**src/rtl/dmarb_pkg.sv**
```systemverilog
package dmarb_pkg;
  localparam int NREG = 7;
  localparam int PW   = $clog2(NREG);
  localparam logic [7:0] CMD_MASK_NEXT = 8'hBB;
  localparam logic [7:0] CMD_INIT_READ = 8'hA7;
  localparam logic [7:0] CMD_RST_INT   = 8'hA3;
  localparam logic [7:0] CMD_LOAD      = 8'hCF;
  localparam int ST_OP_BIT  = 0;
  localparam int ST_INT_BIT = 3;
endpackage

```
**src/rtl/dmarb_cmd_decode.sv**
```systemverilog
module dmarb_cmd_decode
  import dmarb_pkg::*;
#(
  parameter int DW = 8
) (
  input  logic            clk,
  input  logic            rst,
  input  logic            wr_en,
  input  logic [DW-1:0]   wr_data,
  output logic [NREG-1:0] mask,
  output logic            follow,
  output logic            init_cmd,
  output logic            rst_int_cmd,
  output logic            load_cmd
);
  logic is_cmd;
  assign is_cmd = wr_en && !follow;

  always_ff @(posedge clk) begin
    if (rst) begin
      follow <= 1'b0;
      mask   <= '1;
    end else if (wr_en) begin
      if (follow) begin
        mask   <= wr_data[NREG-1:0];
        follow <= 1'b0;
      end else if (wr_data == DW'(CMD_MASK_NEXT)) begin
        follow <= 1'b1;
      end
    end
  end

  assign init_cmd    = is_cmd && (wr_data == DW'(CMD_INIT_READ));
  assign rst_int_cmd = is_cmd && (wr_data == DW'(CMD_RST_INT));
  assign load_cmd    = is_cmd && (wr_data == DW'(CMD_LOAD));
endmodule

```
**src/rtl/dmarb_status.sv**
```systemverilog
module dmarb_status
  import dmarb_pkg::*;
#(
  parameter int DW = 8
) (
  input  logic          clk,
  input  logic          rst,
  input  logic [DW-1:0] stat_ext,
  input  logic          op_set,
  input  logic          int_set,
  input  logic          load_cmd,
  input  logic          rst_int_cmd,
  output logic [DW-1:0] status_byte
);
  logic op_flag;
  logic int_flag;

  always_ff @(posedge clk) begin
    if (rst) begin
      op_flag  <= 1'b0;
      int_flag <= 1'b0;
    end else begin
      if (op_set)          op_flag <= 1'b1;
      else if (load_cmd)   op_flag <= 1'b0;
      if (int_set)         int_flag <= 1'b1;
      else if (rst_int_cmd) int_flag <= 1'b0;
    end
  end

  always_comb begin
    status_byte             = stat_ext;
    status_byte[ST_OP_BIT]  = op_flag;
    status_byte[ST_INT_BIT] = int_flag;
  end
endmodule

```
**src/rtl/dmarb_pointer.sv**
```systemverilog
module dmarb_pointer
  import dmarb_pkg::*;
(
  input  logic            clk,
  input  logic            rst,
  input  logic [NREG-1:0] mask,
  input  logic            init_cmd,
  input  logic            rd_en,
  output logic [PW-1:0]   ptr
);
  logic [PW-1:0] nxt;
  logic [PW-1:0] lowest;
  logic          found;

  always_comb begin
    nxt   = ptr;
    found = 1'b0;
    for (int k = 1; k <= NREG; k++) begin
      int t;
      t = int'(ptr) + k;
      if (t >= NREG) t = t - NREG;
      if (!found && mask[PW'(t)]) begin
        nxt   = PW'(t);
        found = 1'b1;
      end
    end
  end

  always_comb begin
    lowest = '0;
    for (int i = NREG - 1; i >= 0; i--) begin
      if (mask[i]) lowest = PW'(i);
    end
  end

  always_ff @(posedge clk) begin
    if (rst)           ptr <= '0;
    else if (init_cmd) ptr <= lowest;
    else if (rd_en)    ptr <= nxt;
  end
endmodule

```
**src/rtl/dmarb_readback.sv**
```systemverilog
module dmarb_readback
  import dmarb_pkg::*;
#(
  parameter int DW = 8
) (
  input  logic          clk,
  input  logic          rst,
  input  logic          wr_en,
  input  logic [DW-1:0] wr_data,
  input  logic          rd_en,
  input  logic [DW-1:0] stat_ext,
  input  logic          op_set,
  input  logic          int_set,
  input  logic [2*DW-1:0] byte_cnt,
  input  logic [2*DW-1:0] porta_addr,
  input  logic [2*DW-1:0] portb_addr,
  output logic [DW-1:0] rd_data
);
  localparam int NWORD = (NREG - 1) / 2;

  logic [NREG-1:0] mask;
  logic            follow;
  logic            init_cmd;
  logic            rst_int_cmd;
  logic            load_cmd;
  logic [DW-1:0]   status_byte;
  logic [PW-1:0]   ptr;
  logic [PW-1:0]   sel;
  logic [DW-1:0]   rr [NREG];
  logic [2*DW-1:0] words [NWORD];

  dmarb_cmd_decode #(.DW(DW)) u_dec (
    .clk(clk), .rst(rst), .wr_en(wr_en), .wr_data(wr_data),
    .mask(mask), .follow(follow), .init_cmd(init_cmd),
    .rst_int_cmd(rst_int_cmd), .load_cmd(load_cmd)
  );

  dmarb_status #(.DW(DW)) u_status (
    .clk(clk), .rst(rst), .stat_ext(stat_ext), .op_set(op_set),
    .int_set(int_set), .load_cmd(load_cmd), .rst_int_cmd(rst_int_cmd),
    .status_byte(status_byte)
  );

  dmarb_pointer u_ptr (
    .clk(clk), .rst(rst), .mask(mask), .init_cmd(init_cmd),
    .rd_en(rd_en), .ptr(ptr)
  );

  assign words[0] = byte_cnt;
  assign words[1] = porta_addr;
  assign words[2] = portb_addr;
  assign rr[0]    = status_byte;

  for (genvar w = 0; w < NWORD; w++) begin : g_split
    assign rr[1 + 2*w] = words[w][DW-1:0];
    assign rr[2 + 2*w] = words[w][2*DW-1:DW];
  end

  assign sel = (mask == '0) ? '0 : ptr;

  always_ff @(posedge clk) begin
    if (rst)        rd_data <= '0;
    else if (rd_en) rd_data <= rr[sel];
  end
endmodule

```
**config.mk**
```make
export PLATFORM = sky130hd
export DESIGN_NAME = dmarb_readback
export DESIGN_NICKNAME = d
export VERILOG_FILES = /design/src/rtl/dmarb_pkg.sv /design/src/rtl/dmarb_cmd_decode.sv /design/src/rtl/dmarb_status.sv /design/src/rtl/dmarb_pointer.sv /design/src/rtl/dmarb_readback.sv
export SDC_FILE = /design/constraint.sdc
export NUM_CORES = 1
export LEC_CHECK = 0
export ABC_AREA = 1
export BUFFER_PORTS_ARGS = -buffer_cell sky130_fd_sc_hd__buf_2
export CAP_MARGIN = 20
export CORE_MARGIN = 2
export CORE_UTILIZATION = 25
export DETAILED_ROUTE_END_ITERATION = 7
export SYNTH_ARGS = -nofsm -noshare
export SYNTH_HDL_FRONTEND = slang
export SYNTH_SLANG_ARGS = --single-unit
```
**constraint.sdc**
```tcl
create_clock -name clk -period 3.4 [get_ports clk]
set_clock_uncertainty 0.2 [all_clocks]
set_input_delay 0.34 -clock clk [delete_from_list [all_inputs] [get_ports clk]]
set_output_delay 0.34 -clock clk [all_outputs]
set_load 0.005 [all_outputs]
```
## Yosys cells after proc, flatten, opt, wreduce, memory -nomap -nowiden

Index checks and enable logic that the tools add are counted.

| word-level totals | value |
|---|---|
| flip-flop bits (word level) | 21 |
| input bits | 70 |
| output and inout bits | 8 |
| word-level logic and storage cells | 124 |

| cells by class | value |
|---|---|
| add/sub/neg operators | 14 |
| order comparisons | 15 |
| equal/unequal tests | 4 |
| multiplexer cells | 60 |
| bitwise gates (word level) | 1 |
| reduce and logical (&&, ||, !) cells | 24 |

Operator list:

| cell | count |
|---|---|
| 3-bit two-way mux | 24 |
| 3-bit by 5-bit < comparator with 1-bit output, second input constant | 7 |
| 8-bit equality test, second input constant | 4 |
| 4-bit by 3-bit >= comparator with 1-bit output, second input constant | 7 |
| 1-bit two-way mux | 26 |
| 8-bit binary-select mux with 3-bit select | 1 |
| 1-bit binary-select mux with 3-bit select | 7 |
| 3-bit by 1-bit subtractor with 3-bit output, second input constant | 7 |
| 3-bit by 3-bit adder with 4-bit output, second input constant | 4 |
| 8-bit two-way mux | 2 |
| 1-bit logical AND | 10 |
| 3-bit by 2-bit adder with 4-bit output, second input constant | 2 |
| 8-bit nonzero test | 1 |
| 1-bit logical NOT | 7 |
| 7-bit logical NOT | 1 |
| 2-bit nonzero test | 3 |
| 3-bit by 1-bit adder with 4-bit output, second input constant | 1 |
| 4-bit >= comparator, second input constant | 1 |
| 3-bit NOT with 4-bit output | 1 |
| 2-bit AND reduction | 2 |

## Logic depth before layout (Yosys ltp)

Gate-level depths: netlist of the first run.

| depth | value |
|---|---|
| word-level depth | 27 |
| mapped depth | 24 |
| mapped depth without buffers | 22 |

## Cells and area by module

A second synthesis of the first run with hierarchy kept.

| second synthesis, totals | value |
|---|---|
| cells, all modules | 618 |
| area total of the unflattened synthesis | 3480.8 µm² |

By module, submodules not included:

| module | instances | cells an instance | area an instance (µm²) | seq. area each (µm²) |
|---|---|---|---|---|
| dmarb_pointer | 1 | 325 | 1793.0 | 60.1 |
| dmarb_readback | 1 | 225 | 1174.9 | 160.2 |
| dmarb_cmd_decode | 1 | 50 | 380.4 | 160.2 |
| dmarb_status | 1 | 18 | 132.6 | 40.0 |

## Worst setup path after synthesis of the first run

Ideal clock, no wire load.

| path | value |
|---|---|
| path kind | reg2reg |
| start point | reg u_ptr.ptr[1] |
| end point | reg u_ptr.ptr[0] |
| library setup time | 118 ps |
| data arrival time | 2700 ps |
| data required time | 3082 ps |
| slack | 382 ps |
| stages on the path, launching flop included | 21 |
| path buffers | 0 |
| period minus slack after synthesis | 3018 ps |
| cells stage by stage | dfxtp_1 inv_1 ha_1 inv_1 fa_1 inv_1 nand2_1 nand2_4 nand2_1 nand3_1 nand2_1 nand2_2 nand2_4 a21oi_4 nand3_2 nor2_2 nand3_1 nand2_2 nand3_1 nand2_1 a21oi_2 |

| on the way | value |
|---|---|
| longest elaborated chain between the ends | 27 |
| elaborated cells between the ends (all ways) | 78 |
| classes of those cells | add/sub (14); order compare (7); mux (43); reduce/logical (14) |

RTL lines:

| what | line | text |
|---|---|---|
| from (decl) | dmarb_pointer.sv:9 | `output logic [PW-1:0] ptr` |
| from (signal assigned) | dmarb_pointer.sv:38 | `else if (init_cmd) ptr <= lowest;` |
| from (signal assigned) | dmarb_pointer.sv:39 | `else if (rd_en) ptr <= nxt;` |
| 3-bit by 1-bit adder with 4-bit output | dmarb_pointer.sv:20 | `t = int'(ptr) + k;` |
| 4-bit by 3-bit >= comparator with 1-bit output or 3-bit by 1-bit subtractor with 3-bit output (tied branches) | dmarb_pointer.sv:21 | `if (t >= NREG) t = t - NREG;` |
| 3-bit two-way mux | dmarb_pointer.sv:21 |  |
| 1-bit binary-select mux with 3-bit select | dmarb_pointer.sv:22 | `if (!found && mask[PW'(t)]) begin` |
| 1-bit two-way mux (implied by the code) (2 in a row) | dmarb_pointer.sv:22 |  |
| 1-bit two-way mux | dmarb_pointer.sv:22 |  |
| 1-bit logical NOT | dmarb_pointer.sv:22 |  |
| 1-bit logical AND | dmarb_pointer.sv:22 |  |
| [10 not listed] | n/a |  |
| 1-bit logical NOT | dmarb_pointer.sv:22 |  |
| 1-bit logical AND | dmarb_pointer.sv:22 |  |
| 1-bit two-way mux | dmarb_pointer.sv:22 |  |
| 1-bit logical NOT | dmarb_pointer.sv:22 |  |
| 1-bit logical AND | dmarb_pointer.sv:22 |  |
| 3-bit two-way mux | dmarb_pointer.sv:22 |  |
| 3-bit two-way mux | dmarb_pointer.sv:39 |  |
| 3-bit two-way mux | dmarb_pointer.sv:38 |  |

Parallel ways exist; a longest one is shown, timed or not. The select of a mux whose other input is x is not followed.
A chain may end at the register's enable or synchronous reset.

## Worst setup path after layout of the first run

| path | value |
|---|---|
| start point | reg u_ptr.ptr[0] |
| end point | reg u_ptr.ptr[1] |

The elaborated chain is that of the path after synthesis.

==> results of run 1 <==
-- power by group --
group / total, uW / internal [uW] / switching [uW] / leakage (uW)
Sequential: 310 / 285 / 25.6 / 0.000173
Clock: 249 / 159 / 90.2 / 0.0000371
Combinational: 2600 / 862 / 1740 / 0.00158
-- area by class of cell --
class                      instances  area (um^2)
clock inverter                     1        7.507
inverter                          61        234.0
sequential                        21        420.4
fill                            1342         7851
clock buffer                       3        75.07
multi-input combinational        413         2197
tap                              143        178.9
timing repair buffer              85        454.2
-- cell usage in the layout (no fill, tap or decap), drive strengths merged, types with 3 or more instances in the layout --
cell type  instances
nand2            149
buf               85
nand3             81
inv               59
nor2              49
o21ai             48
a21oi             32
dfxtp             21
o211ai            13
ha                12
nand4              9
o32ai              6
nor3               3
clkbuf             3
-- synthesized netlist by cell type --
library cell / instances
a21boi_1: 1
o21ai_0: 40
nand2_4: 3
nor3_1: 3
buf_6: 1
nand4_1: 7
or4_1: 1
buf_8: 2
a21oi_2: 4
nor2_2: 1
nand4_2: 1
o22ai_1: 2
a311oi_1: 2
o21ai_2: 2
a21oi_4: 2
clkinv_1: 2
nand4_4: 1
inv_1: 56
clkbuf_1: 10
nor2_4: 1
nor2_1: 47
nor3b_1: 1
o21ai_1: 6
dfxtp_1: 21
nand3_2: 7
fa_1: 1
a21oi_1: 26
nand3_1: 74
a211oi_1: 1
o32ai_1: 6
ha_1: 12
inv_2: 2
buf_2: 2
a31oi_1: 1
o211ai_1: 13
nand2_1: 135
inv_6: 1
nand2_2: 11
nor4_1: 1
-- state kept, by name (all words and copies together), names as in the netlist --
signal and cells:
u_ptr.ptr 3, u_status.op_flag 1, u_status.int_flag 1, u_dec.mask 7, u_dec.follow 1, rd_data 8
-- metrics by stage --
stage | cell area [um^2] | instances | total power, uW | hold slack, ns
detailed placement | 3458 | 723 | 2871 | 0.2741
global placement | 3458 | 723 | 2868 | 0.2710
finish | 3567 | 727 | 3162 | 0.08757
global route | 3567 | 727 | 3569 | 0.1000
floorplan | 2918 | 510 | 2272 | 0.2091
CTS | 3541 | 727 | 3132 | 0.08661
-- cells by family after synthesis --
group,share of synthesized area (%)
simple gates,46.53
compound gates,22.17
buf+inv,11.06
flops,14.41
fa+ha+maj,5.832
-- worst paths after layout --
check                     from                end  slack, ns  cells past startpoint
setup / recovery  u_ptr.ptr[0]       u_ptr.ptr[1]       0.29                     19
hold / removal             rst  u_status.int_flag       0.09                      2
setup reg to reg  u_ptr.ptr[0]       u_ptr.ptr[1]       0.29                     19
hold reg to reg   u_dec.follow       u_dec.follow       0.28                      2
-- per-layer routing --
metal	global-route usage, %	vias to the layer above
li1	-	1865
met1	18.61	1548
met2	25.01	91
met3	1.620	12
met4	3.333	0
met5	0	-
-- worst max-delay path, stage by stage (launching register included) --
cell and delay, ns:
dfxtp_1 0.40, buf_6 0.19, inv_6 0.09, ha_1 0.37, inv_2 0.18, nand2_1 0.10
nand2_1 0.09, inv_1 0.08, nand2_1 0.07, o21ai_1 0.12, nor2_1 0.13, nand2_1 0.12
nand2_2 0.17, nand3_2 0.08, nor2_2 0.15, nand3_1 0.12, nand2_2 0.12, nand3_1 0.08
nand2_1 0.09, a21oi_2 0.04
-- timing repair --
item                                    4_1_cts  5_1_grt
endpoints found under the setup margin        0        3
resized for setup                             0        7
setup buffers                                 0        0
==> results.md, run 1 <==
* Status: complete, no violations
* Synth top area cells: nand2_1 (17%), dfxtp_1 (14%), nand3_1 (13%), inv_1 (7.2%), o21ai_0 (6.9%)
* Drt initial violations at 206
* Tmin final at 3.110 ns
* Clock root buffer: clkbuf_16
* IO Port Bufs at 75
* Fmax at 321.5 MHz
* First-pass GRT wire length at 15320 um
* Synth warn at 0
* Clk slew on worst S/H paths at 0.06 ns
* Largest net degree at the start of global routing at 24
* FP Rows at 39
* RSZ-0062 raised after global routing: false
* Slew Viols, Final at 0
* Setup violations, final at 0
* CP max FO at 15
* Setup_tns at 0 ns
* Met3 WL post-DR at 479 um
* Startpoint types: register
* Vias in the first global route at 3408
* Clock latency on the worst-skew pair at 0.25 ns
* Routed wire length at 8642 um
* Register area share after synthesis at 14.41%
* CP Class: reg -> reg
* Pre-CTS WS at 0.2590 ns
* Worst VDD drop at 0.3276 mV
* Die Width at 112.0 um
* Wire length on met1 at 4031 um
* Top layer in use: met4
* CTS Buf Count at 3
* DIE AREA at 0.01255 mm^2
* N_diodes at 0
* Drt first pass iters at 5
* Biggest area consumer among synthesized cells: nand2_1
* NumNets Final at 668
* P_leak at 0.001787 uW
* CTS tree: yes
* Tot GR Track Use at 14.18%
* I/O Pins at 78
* Initial Utilization at 25.55%
* Synth-to-layout area growth at 22.26%
* Fin util at 31.24%
* Max_slew headroom at 58.98%
* Hold WC Path Type: in -> reg
* Share of cells above drive strength 1 at 22.09%
* Syn Nets at 593
* Number of synthesized register bits at 21
* Initial antenna violation count at 0
* Max H-tree Level at 1
* GR Overflow Total at 0
* Worst slew pin tran at 0.6130 ns
* Drt drc at 0
* Avg Vias per Cell at 4.836
* Synthesized area at 0.002918 mm^2
* Tcrit/Tclk final at 91.47%
* CTS hold repair buffers at 0
* Syn_area_per_cell at 5.721 um^2
* Yosys cell types at 39
* Routed len/inst at 11.89 um
* Post-Syn Instances at 510
* Top cell type's share of synthesized area at 17.37%
* Total number of vias at 3516
* Worst setup EP type: register
* Final worst setup slack at 0.2900 ns
* Worst Path Arrival at 3.06 ns
* Final Wtd Congestion at 0.8581
* CTS Sinks at 21
* Die Y at 112.0 um
* Core Box Area at 0.01142 mm^2
* Routed length on met2 at 4008 um
* Max clock buf depth at 2
* Max Cap Viol at 0
* Antenna Nets Post-Route at 0
* PwrDens at 886.5 mW/mm^2
* Post-DP HPWL at 6968 um
* Hold Vio Cnt, Final at 0
* Worst Path Required at 3.35 ns
Note: power is estimated with default switching activity, not from simulation.
==> run 2, diff against run 1 <==
--- a/config.mk
+++ b/config.mk
@@ -11,6 +11,9 @@
 export CORE_MARGIN = 2
 export CORE_UTILIZATION = 25
 export DETAILED_ROUTE_END_ITERATION = 7
+export HOLD_SLACK_MARGIN = 0.15
+export SETUP_SLACK_MARGIN = 0.3
+export SLEW_MARGIN = 20
 export SYNTH_ARGS = -nofsm -noshare
 export SYNTH_HDL_FRONTEND = slang
 export SYNTH_SLANG_ARGS = --single-unit
==> results.md, run 2 (synthesized netlist as in run 1, its figures left out) <==
* Max reg flops at 8 (unchanged)
* Core Box Area at 0.01142 mm^2 (unchanged)
* Most frequent cells in the layout: nand2_1 (122), buf_2 (75), nand3_1 (72), inv_1 (51), nor2_1 (46)
* Post-DP HPWL at 6968 um (unchanged)
* Routed wire length at 8805 um (+1.9%)
* Hold WC Path Type: in -> reg
* Startpoint types: register
* Initial Utilization at 25.55% (unchanged)
* Total number of vias at 3605 (+2.5%)
* CTS Buf Count at 3 (unchanged)
* DP Area at 0.003458 mm^2 (unchanged)
* Reg with most FFs: rd_data
* Setup_tns at 0 ns (unchanged)
* R2R setup slack at 0.51 ns (+0.22 ns)
* Slew Viols, Final at 0 (unchanged)
* Clk slew on worst S/H paths at 0.06 ns (about the same)
* Drt initial violations at 201 (-2.4%)
* Initial antenna violation count at 0 (unchanged)
* FP Rows at 39 (unchanged)
* Max H-tree Level at 1 (unchanged)
* DIE AREA at 0.01255 mm^2 (unchanged)
* I/O Pins at 78 (unchanged)
* Final Instance Area at 0.003821 mm^2 (+7.1%)
* Total Power at 3491 uW (+10%)
* Drt first pass iters at 5 (unchanged)
* NumNets Final at 679 (+1.6%)
* GR Overflow Total at 0 (unchanged)
* Fillers at 1313 (-2.2%)
* Share of cells above drive strength 1 at 27.23% (+5.1 points)
* Fmax at 346.4 MHz (+7.7%)
* Max clock buf depth at 2 (unchanged)
* Setup violations, final at 0 (unchanged)
* Die Y at 112.0 um (unchanged)
* Worst VDD drop at 0.3863 mV (+18%)
* Worst setup EP type: register
* N_diodes at 0 (unchanged)
* Routed len/inst at 11.93 um (+0.37%)
* Drt drc at 0 (unchanged)
* Avg Vias per Cell at 4.885 (+1.0%)
* Worst slew pin tran at 0.6099 ns (-0.003080 ns)
* Tot GR Track Use at 14.19% (about the same)
* RSZ-0062 raised after global routing: true
* Die Width at 112.0 um (unchanged)
* Tmin final at 2.887 ns (-0.2229 ns)
* CP max FO at 7 (-8)
* Clock root buffer: clkbuf_16
* Final Wtd Congestion at 0.8581 (unchanged)
* CTS tree: yes
* Max Cap Viol at 0 (unchanged)
* CP Class: reg -> reg
* Most common cell after layout, fill and taps aside: nand2_1
* PwrDens at 913.6 mW/mm^2 (+3.1%)
* First-pass GRT wire length at 15320 um (unchanged)
* Vias in the first global route at 3404 (-0.12%)
* Tcrit/Tclk final at 84.91% (-6.6 points)
* Worst Path Required at 3.34 ns (about the same)
* Status: complete, no violations
* Clock latency on the worst-skew pair at 0.25 ns (about the same)
* Max_slew headroom at 59.19% (+0.21 points)
* Largest net degree at the start of global routing at 24 (unchanged)
* Worst Path Arrival at 2.83 ns (-0.23 ns)
* P_leak at 0.001859 uW (+4.0%)
* Antenna Nets Post-Route at 0 (unchanged)
* Largest regs: rd_data (8), u_dec.mask (7), u_ptr.ptr (3)
* Synth-to-layout area growth at 30.96%
* Hold Vio Cnt, Final at 0 (unchanged)
* IO Port Bufs at 75 (unchanged)
* CTS Sinks at 21 (unchanged)
-- run 2: critical path, stage by stage (launching register included) --
cell	delay (ns)
dfxtp_4	0.39
ha_4	0.14
inv_1	0.05
fa_2	0.48
o21ai_4	0.24
inv_1	0.08
nand3_1	0.08
nand2_1	0.06
nand2_2	0.08
nand2_4	0.06
a21oi_4	0.13
buf_12	0.14
nand3_2	0.09
nor2_4	0.11
nand3_1	0.11
nand2_2	0.12
nand3_1	0.08
nand2_1	0.09
a21oi_2	0.04
-- run 2: final cells by class --
| class | count | area [um^2] | area share [%] |
|---|---|---|---|
| clock inverters | 1 | 7.507 | 0.1965 |
| inverters | 61 | 241.5 | 6.320 |
| clock buffers | 3 | 75.07 | 1.965 |
| repair buffers | 96 | 570.5 | 14.93 |
| multi-input cells | 413 | 2323 | 60.81 |
| well taps | 143 | 178.9 | 4.682 |
| flip-flops and latches | 21 | 424.2 | 11.10 |
-- run 2: worst paths after layout --
| check | start | endpoint | depth (start not counted) |
|---|---|---|---|
| worst max register to register | u_ptr.ptr[0] | u_ptr.ptr[1] | 18 |
| worst min register to register | u_dec.follow | u_dec.follow | 2 |
| worst min-delay path | wr_data[5] | u_dec.mask[5] | 3 |
| worst max-delay path | u_ptr.ptr[0] | u_ptr.ptr[1] | 18 |
-- run 2: routing by layer --
layer	global-route usage (%)	vias to the layer above	routed length [um]
met2	25.21	91	4077
met4	3.333	0	153
met5	0	-	0
li1	-	1891	-
met3	1.620	14	430
met1	18.48	1609	4144
-- run 2: power by group --
group / internal [uW] / switching [uW]
Sequential: 288 / 32.2
Clock: 159 / 89.4
Combinational: 1040 / 1890
-- run 2: per-stage QoR --
stage / std cells / hold WS [ns] / setup slack (ns) / utilization (%)
finish: 738 / 0.1513 / 0.5130 / 33.46
global route: 738 / 0.1678 / 0.2942 / 33.46
CTS: 732 / 0.1528 / 0.3198 / 31.61
detailed placement: 723 / 0.2741 / 0.2590 / 30.29
global placement: 723 / 0.2710 / 0.2838 / 30.29
floorplan: 510 / 0.2091 / 0.3820 / -
-- run 2: repair_timing --
item / CTS / global route
hold buffers: 5 / 0
setup buffers: 0 / 6
pin swaps: 0 / 11
setup endpoints to repair: 3 / 3
endpoints found under the hold margin: 5 / 0
resized for setup: 5 / 44
==> run 3, diff against run 2 <==
==> constraint.sdc (replaced) <==
create_clock -name clk -period 3 [get_ports clk]
set_clock_uncertainty 0.2 [all_clocks]
set_input_delay 0.3 -clock clk [delete_from_list [all_inputs] [get_ports clk]]
set_output_delay 0.3 -clock clk [all_outputs]
set_load 0.005 [all_outputs]
==> results.md, run 3 (synthesized netlist as in run 1, its figures left out) <==
* FP Rows at 39 (unchanged)
* Routed wire length at 9516 um (+8.1%)
* Tcrit/Tclk final at 97.21% (+12 points)
* RSZ-0062 raised after global routing: true
* CTS tree: yes
* Max reg flops at 8 (unchanged)
* Hold WC Path Type: in -> reg
* Worst VDD drop at 0.4005 mV (+3.7%)
* Worst Path Arrival at 2.90 ns (+0.07 ns)
* Initial antenna violation count at 0 (unchanged)
* Max Cap Viol at 0 (unchanged)
* Worst setup EP type: register
* Hold Vio Cnt, Final at 0 (unchanged)
* Setup_tns at 0 ns (unchanged)
* Fmax at 342.9 MHz (-1.0%)
* Final Wtd Congestion at 0.8379 (-2.4%)
* Worst Path Required at 2.99 ns (-0.35 ns)
* Max_slew headroom at 61.03% (+1.8 points)
* Status: complete, no violations
* IO Port Bufs at 75 (unchanged)
* CP max FO at 6 (-1)
* Synth-to-layout area growth at 38.34%
* CTS Sinks at 21 (unchanged)
* N_diodes at 0 (unchanged)
* # placed instances at 738 (+2.1%)
* Worst r2r path cells at 22 (+4)
* NumNets Final at 701 (+3.2%)
* Clock latency on the worst-skew pair at 0.25 ns (about the same)
* Most frequent cells in the layout: nand2_1 (117), buf_2 (75), nand3_1 (68), inv_1 (51), nor2_1 (44)
* Tmin final at 2.916 ns (+0.02913 ns)
* CP Class: reg -> reg
* GR Overflow Total at 0 (unchanged)
* Worst hold path cell count at 3 (unchanged)
* Vias in the first global route at 3613 (+6.1%)
* Share of cells above drive strength 1 at 31.28% (+4.1 points)
* Total number of vias at 3728 (+3.4%)
* PwrDens at 1044 mW/mm^2 (+14%)
* Avg Vias per Cell at 4.905 (+0.42%)
* Fin cells at 760 (+3.0%)
* WHS at 0.1641 ns (+0.01274 ns)
* Clock root buffer: clkbuf_16
* Clk slew on worst S/H paths at 0.06 ns (about the same)
* Die Width at 112.0 um (unchanged)
* Max clock buf depth at 2 (unchanged)
* DIE AREA at 0.01255 mm^2 (unchanged)
* Initial Utilization at 25.55% (unchanged)
* First-pass GRT wire length at 16280 um (+6.3%)
* Die Y at 112.0 um (unchanged)
* Largest net degree at the start of global routing at 24 (unchanged)
* Drt drc at 0 (unchanged)
* P_leak at 0.001975 uW (+6.2%)
* Drt initial violations at 160 (-20%)
* Reg with most FFs: rd_data
* Post-DP HPWL at 7068 um (+1.4%)
* Largest regs: rd_data (8), u_dec.mask (7), u_ptr.ptr (3)
* I/O Pins at 78 (unchanged)
* Max H-tree Level at 1 (unchanged)
* Routed len/inst at 12.52 um (+4.9%)
* Drt first pass iters at 4 (-1)
* Most common cell after layout, fill and taps aside: nand2_1
* Startpoint types: register
* Slew Viols, Final at 0 (unchanged)
* Antenna Nets Post-Route at 0 (unchanged)
* Setup violations, final at 0 (unchanged)
* Tot GR Track Use at 15.22% (+1.0 points)
* Worst slew pin tran at 0.5839 ns (-0.02595 ns)
* CTS Buf Count at 3 (unchanged)
* Core Box Area at 0.01142 mm^2 (unchanged)
==> run 3: metal layers <==
| layer | part of all wire (%) | up-vias | wire length (um) | track usage (%) |
|---|---|---|---|---|
| met1 | 46 | 1686 | 4383 | 20.92 |
| met5 | 0 | - | 0 | 0 |
| li1 | - | 1933 | - | - |
| met3 | 4.0 | 16 | 385 | 1.674 |
| met2 | 48 | 93 | 4609 | 26.14 |
| met4 | 1.5 | 0 | 138 | 2.846 |
==> run 3: area by class of cell <==
class	count	area (um^2)
fill	1295	7382
multi-input combinational	413	2352
timing repair buffer	118	759.5
sequential	21	426.7
inverter	61	239.0
tap	143	178.9
clock buffer	3	75.07
clock inverter	1	5.005
==> run 3: where the power goes <==
group | internal, uW | total, uW | switching, uW
clock network | 179 | 283 | 104
logic | 1340 | 3560 | 2230
registers | 328 | 369 | 40.2
total | 1840 | 4210 | 2370
==> run 3: critical path, cell delays in order, from the launching register on <==
cell and delay, ns:
dfxtp_2 0.34, inv_4 0.09, ha_4 0.14, inv_2 0.04, fa_2 0.44, inv_2 0.11, nand2_2 0.07, nand2_4 0.08
nand2_2 0.05, nand3_2 0.08, nand2_2 0.05, nand2_2 0.08, nand2_4 0.06, a21oi_4 0.13, buf_12 0.14, nand4_4 0.11
nor2_4 0.19, nand2_2 0.08, nand2_1 0.08, inv_2 0.04, nand2_2 0.06, nand2_1 0.06, a21oi_2 0.11
==> run 3: path summary, 6_finish.rpt <==
path / from / endpoint / slack (ns)
worst min-delay path: wr_data[6] / u_dec.mask[6] / 0.16
worst max register to register: u_ptr.ptr[1] / u_ptr.ptr[0] / 0.08
worst min register to register: rd_data[2] / rd_data[2] / 0.33
worst max-delay path: u_ptr.ptr[1] / u_ptr.ptr[0] / 0.08
==> run 3: metrics by stage <==
stage	worst slack [ns]	area, um^2	utilization (%)	total power, uW
after global routing	-0.1025	4036	35.35	4686
after floorplan	0.2155	2967	-	2643
after global placement	0.03958	3622	31.72	3509
after CTS	0.1279	3931	34.43	4035
final	0.08383	4036	35.35	4214
after detailed placement	0.03441	3622	31.72	3505
==> run 3: repair_timing <==
action	CTS	global route
endpoints found under the hold margin	7	0
buffers inserted	5	3
endpoints found under the setup margin	3	4
hold buffers	10	0
pin swaps	8	23
gates resized for setup	19	30
